**src/rtl/tr_bilbo_pkg.sv**
```systemverilog
package tr_bilbo_pkg;
  typedef enum logic [1:0] {
    MODE_LOAD = 2'b00,
    MODE_SCAN = 2'b01,
    MODE_GEN  = 2'b10,
    MODE_SIG  = 2'b11
  } tr_mode_e;

  typedef struct packed {
    logic load;
    logic scan;
    logic step;
    logic fold;
  } tr_ctl_t;
endpackage

```
**src/rtl/tr_mode_dec.sv**
```systemverilog
module tr_mode_dec
  import tr_bilbo_pkg::*;
(
  input  logic [1:0] mode,
  output tr_ctl_t    ctl
);
  always_comb begin
    ctl = '0;
    unique case (tr_mode_e'(mode))
      MODE_LOAD: ctl.load = 1'b1;
      MODE_SCAN: ctl.scan = 1'b1;
      MODE_GEN:  ctl.step = 1'b1;
      MODE_SIG:  begin
        ctl.step = 1'b1;
        ctl.fold = 1'b1;
      end
      default:   ctl = '0;
    endcase
  end
endmodule

```
**src/rtl/tr_stage.sv**
```systemverilog
module tr_stage
  import tr_bilbo_pkg::*;
#(
  parameter bit HAS_TAP  = 1'b0,
  parameter bit HAS_DATA = 1'b0,
  parameter bit INIT     = 1'b0
)(
  input  logic    clk,
  input  logic    rst,
  input  tr_ctl_t ctl,
  input  logic    shift_bit,
  input  logic    chain_bit,
  input  logic    fb_bit,
  input  logic    data_bit,
  output logic    q
);
  logic tap_term;
  logic data_term;
  logic lfsr_d;
  logic nxt;

  generate
    if (HAS_TAP) begin : g_tap
      assign tap_term = fb_bit;
    end else begin : g_notap
      assign tap_term = 1'b0 & fb_bit;
    end
    if (HAS_DATA) begin : g_data
      assign data_term = data_bit & ctl.fold;
    end else begin : g_nodata
      assign data_term = 1'b0 & data_bit;
    end
  endgenerate

  assign lfsr_d = chain_bit ^ tap_term ^ data_term;

  always_comb begin
    nxt = q;
    if (ctl.load)      nxt = HAS_DATA ? data_bit : 1'b0;
    else if (ctl.scan) nxt = shift_bit;
    else if (ctl.step) nxt = lfsr_d;
  end

  always_ff @(posedge clk) begin
    if (rst) q <= INIT;
    else     q <= nxt;
  end
endmodule

```
**src/rtl/tr_bilbo.sv**
```systemverilog
module tr_bilbo
  import tr_bilbo_pkg::*;
#(
  parameter int           N    = 8,
  parameter int           M    = 6,
  parameter logic [N:0]   POLY = 9'h11D,
  parameter logic [N-1:0] SEED = 8'h01
)(
  input  logic         clk,
  input  logic         rst,
  input  logic [1:0]   mode,
  input  logic [M-1:0] din,
  input  logic         scan_in,
  output logic         scan_out,
  output logic [N-1:0] state
);
  localparam int MSB = N - 1;

  tr_ctl_t    ctl;
  logic [N-1:0] q;
  logic         fb;

  tr_mode_dec u_dec (.mode(mode), .ctl(ctl));

  assign fb = q[MSB];

  for (genvar i = 0; i < N; i++) begin : g_stage
    logic shift_b;
    logic chain_b;
    logic data_b;
    if (i == 0) begin : g_first
      assign shift_b = scan_in;
      assign chain_b = 1'b0;
    end else begin : g_rest
      assign shift_b = q[i-1];
      assign chain_b = q[i-1];
    end
    if (i < M) begin : g_din
      assign data_b = din[i];
    end else begin : g_nodin
      assign data_b = 1'b0;
    end
    tr_stage #(
      .HAS_TAP (POLY[i]),
      .HAS_DATA(i < M),
      .INIT    (SEED[i])
    ) u_st (
      .clk      (clk),
      .rst      (rst),
      .ctl      (ctl),
      .shift_bit(shift_b),
      .chain_bit(chain_b),
      .fb_bit   (fb),
      .data_bit (data_b),
      .q        (q[i])
    );
  end

  assign state    = q;
  assign scan_out = q[MSB];
endmodule

```
**config.mk**
```make
export PLATFORM = sky130hd
export DESIGN_NAME = tr_bilbo
export DESIGN_NICKNAME = d
export VERILOG_FILES = /design/src/rtl/tr_bilbo_pkg.sv /design/src/rtl/tr_mode_dec.sv /design/src/rtl/tr_stage.sv /design/src/rtl/tr_bilbo.sv
export SDC_FILE = /design/constraint.sdc
export NUM_CORES = 1
export LEC_CHECK = 0
export BUFFER_PORTS_ARGS = -buffer_cell sky130_fd_sc_hd__buf_2
export CORE_AREA = 2 2 39 41
export DETAILED_ROUTE_END_ITERATION = 10
export DIE_AREA = 0 0 41 43
export PLACE_DENSITY = 0.78
export SETUP_SLACK_MARGIN = 0.05
export SYNTH_ARGS = -nofsm -noshare
export SYNTH_HDL_FRONTEND = slang
export SYNTH_SLANG_ARGS = --single-unit
```
**constraint.sdc**
```tcl
create_clock -name clk -period 1.2 [get_ports clk]
set_input_delay 0.18 -clock clk [delete_from_list [all_inputs] [get_ports clk]]
set_output_delay 0.18 -clock clk [all_outputs]
set_load 0.005 [all_outputs]
```
==> flow_summary.yaml <==
outcome:
  status: "finished, final reports clean"
cts:
  clock-sinks: 8
  htreeDepth: 1
  postCtsHoldBufs: 0
  clock_latency_ns: 0.25
  cts_tree: "built"
  post_cts_buffers: 0
  numCtsBuffers: 3
  cts_root_buf: "clkbuf_4"
  clk_pin_slew_worst_paths_ns: 0.06
  clk_path_buf_depth: 2
timing:
  finalHoldViolations: 0
  slew_violations: 0
  post-route-min-period_ns: 1.05
  max-slew-margin-rel: 0.773
  max_freq_ghz: 0.951
  fin_worst_skew_ns: 0.00700
  rsz0062_at_grt: "false"
  worst_slack_ns: 0.149
  worst_pin_slew_ns: 0.340
  tns_ns: 0
  period_share: 0.876
  setup-violations-final: 0
detailed_routing:
  wirelength_mm: 1.12
  viasPerCell: 5.57
  drt-initial-drc-count: 5
  highest_layer: "met3"
  wl_per_cell_um: 11.8
  ant_nets: 0
  wl_met1_um: 486
  first_pass_iters: 4
  remaining_drc_errors: 0
  route.met3.wl_um: 91
  wl_met2_um: 542
  route.vias.total: 529
final_layout:
  reg_top3: "g_stage.u_st.q (8)"
  finalNetCount: 92
  stdcell_count: 95
  drive_above_1_share: 0.380
  insertedDiodeCount: 0
  final_area_um2: 643
  regMostFlops: "g_stage.u_st.q"
  syn_to_final_growth_pct: 12.5
  largest_reg_flops: 8
power:
  peakVddDrop_mv: 0.618
  p_total_mw: 0.663
  leakagePower_nw: 0.288
  power_density_nw_per_um2: 1030
global_route:
  grt_max_degree: 20
  grt_pass1_wl_mm: 1.70
  antenna_found_initial: 0
  grt_pass1_vias: 450
  grt_overflow_total: 0
  grt_use_total: 0.142
placed_design:
  dp.cells: 92
  dpl-instance-area_um2: 617
  hpwl_um: 808
  place.gp.congestion: 0.670
  place_ws_ns: -0.0284
  portBuffers: 19
yosys:
  synth-main-ff-cell: "dfxtp_1"
  synthCells: 67
  ys_seq_area_frac: 0.280
  synthDistinctLibCells: 25
  syn_area_per_cell_um2: 8.53
  synth_edf_count: 0
  yosys_warnings: 0
  async_reset_ff_frac: 0
  synthesis.area_um2: 572
  ys_seq_elements: 8
  synth.net_count: 78
worst_setup_path:
  critPathLaunch: "g_stage[7].u_st.q"
  cp_max_fo: 15
  cp-start-kind: "flop"
  crit_end: "g_stage[4].u_st.q"
  crit_arrival_ns: 1.22
  reg2reg_slack_ns: 0.15
  r2r-start: "g_stage[7].u_st.q"
  regToRegEndpoint: "g_stage[4].u_st.q"
  required_ns: 1.37
  path_class: "reg2reg"
  cp-end-kind: "flop"
  r2r_cells: 3
floorplanning:
  die_area_um2: 1760
  core_area_um2: 1380
  num_rows: 14
  ios: 20
  fp.dieW_um: 41
  die_h_um: 43
  start_util: 0.413
run:
  maxCapViolations: 0
hold_path:
  min_path_type: "in2reg"
## timing repair
item	4_1_cts	5_1_grt
endpoints found under the setup margin	6	1
gates resized for setup	1	1
pin swaps	0	0
## report_power, final
part	total, mW	switching [mW]	internal (mW)
sequential	0.304	0.0209	0.283
combinational	0.153	0.0750	0.0780
clock	0.206	0.0911	0.114
## metrics by stage
step                      hold slack [ns]  utilization
after global placement              0.460        0.446
after floorplan                     0.256            -
final                               0.197        0.465
after global routing                0.220        0.465
after detailed placement            0.470        0.446
after CTS                           0.207        0.463
## critical path, stage by stage (launching register included)
cell and delay, ns:
dfxtp_4 0.38, buf_4 0.15, a31o_1 0.18, a221oi_2 0.26
## cells in the mapped netlist (all sizes together) (2+ instances only)
master / count / area share
dfxtp: 8 / 0.28
nand2: 6 / 0.039
a21oi: 2 / 0.018
o22ai: 3 / 0.033
o22a: 3 / 0.046
o21ai: 2 / 0.018
buf: 12 / 0.15
nor3b: 2 / 0.026
nor3: 5 / 0.044
nand4: 2 / 0.022
a21boi: 3 / 0.039
a31o: 3 / 0.046
a221oi: 3 / 0.079
o21bai: 3 / 0.039
## per-layer routing
| metal | track usage | up-vias |
|---|---|---|
| li1 | - | 270 |
| met1 | 0.153 | 241 |
| met2 | 0.247 | 18 |
| met3 | 0.0314 | 0 |
| met4 | 0.0600 | 0 |
| met5 | 0 | - |
## cells by family after synthesis
family / after synthesis / synth area share
compound gates: 25 / 0.363
simple gates: 21 / 0.193
buf+inv: 12 / 0.149
flops: 8 / 0.280
xor+xnor: 1 / 0.0153
## worst min-delay path by stage
stage,from,end,slack [ns],cells past startpoint
2_1_floorplan,rst,g_stage[6].u_st.q,0.26,1
3_3_place_gp,g_stage[5].u_st.q,g_stage[6].u_st.q,0.46,1
3_5_place_dp,g_stage[6].u_st.q,g_stage[7].u_st.q,0.47,1
4_1_cts,rst,g_stage[1].u_st.q,0.21,2
5_1_grt,rst,g_stage[7].u_st.q,0.22,2
6_report,rst,g_stage[7].u_st.q,0.20,2
## cell usage in the layout (no fill, tap or decap), types with 3 or more instances in the layout
| master | synthesis | layout |
|---|---|---|
| nor3_1 | 5 | 5 |
| a31o_1 | 3 | 3 |
| a21boi_0 | 3 | 3 |
| clkbuf_4 | 0 | 3 |
| o22a_1 | 3 | 3 |
| dfxtp_1 | 8 | 7 |
| a221oi_2 | 3 | 3 |
| o21bai_1 | 3 | 3 |
| o22ai_1 | 3 | 3 |
| buf_2 | 2 | 19 |
| nand2_1 | 6 | 6 |
## cell type report
cell class / instances / area (um^2)
clock buffers: 3 / 22.5
multi-input cells: 47 / 327
fillers: 152 / 741
repair buffers: 21 / 110
well taps: 16 / 20.0
flip-flops and latches: 8 / 164
No activity file was read; power rests on OpenSTA's default activity.
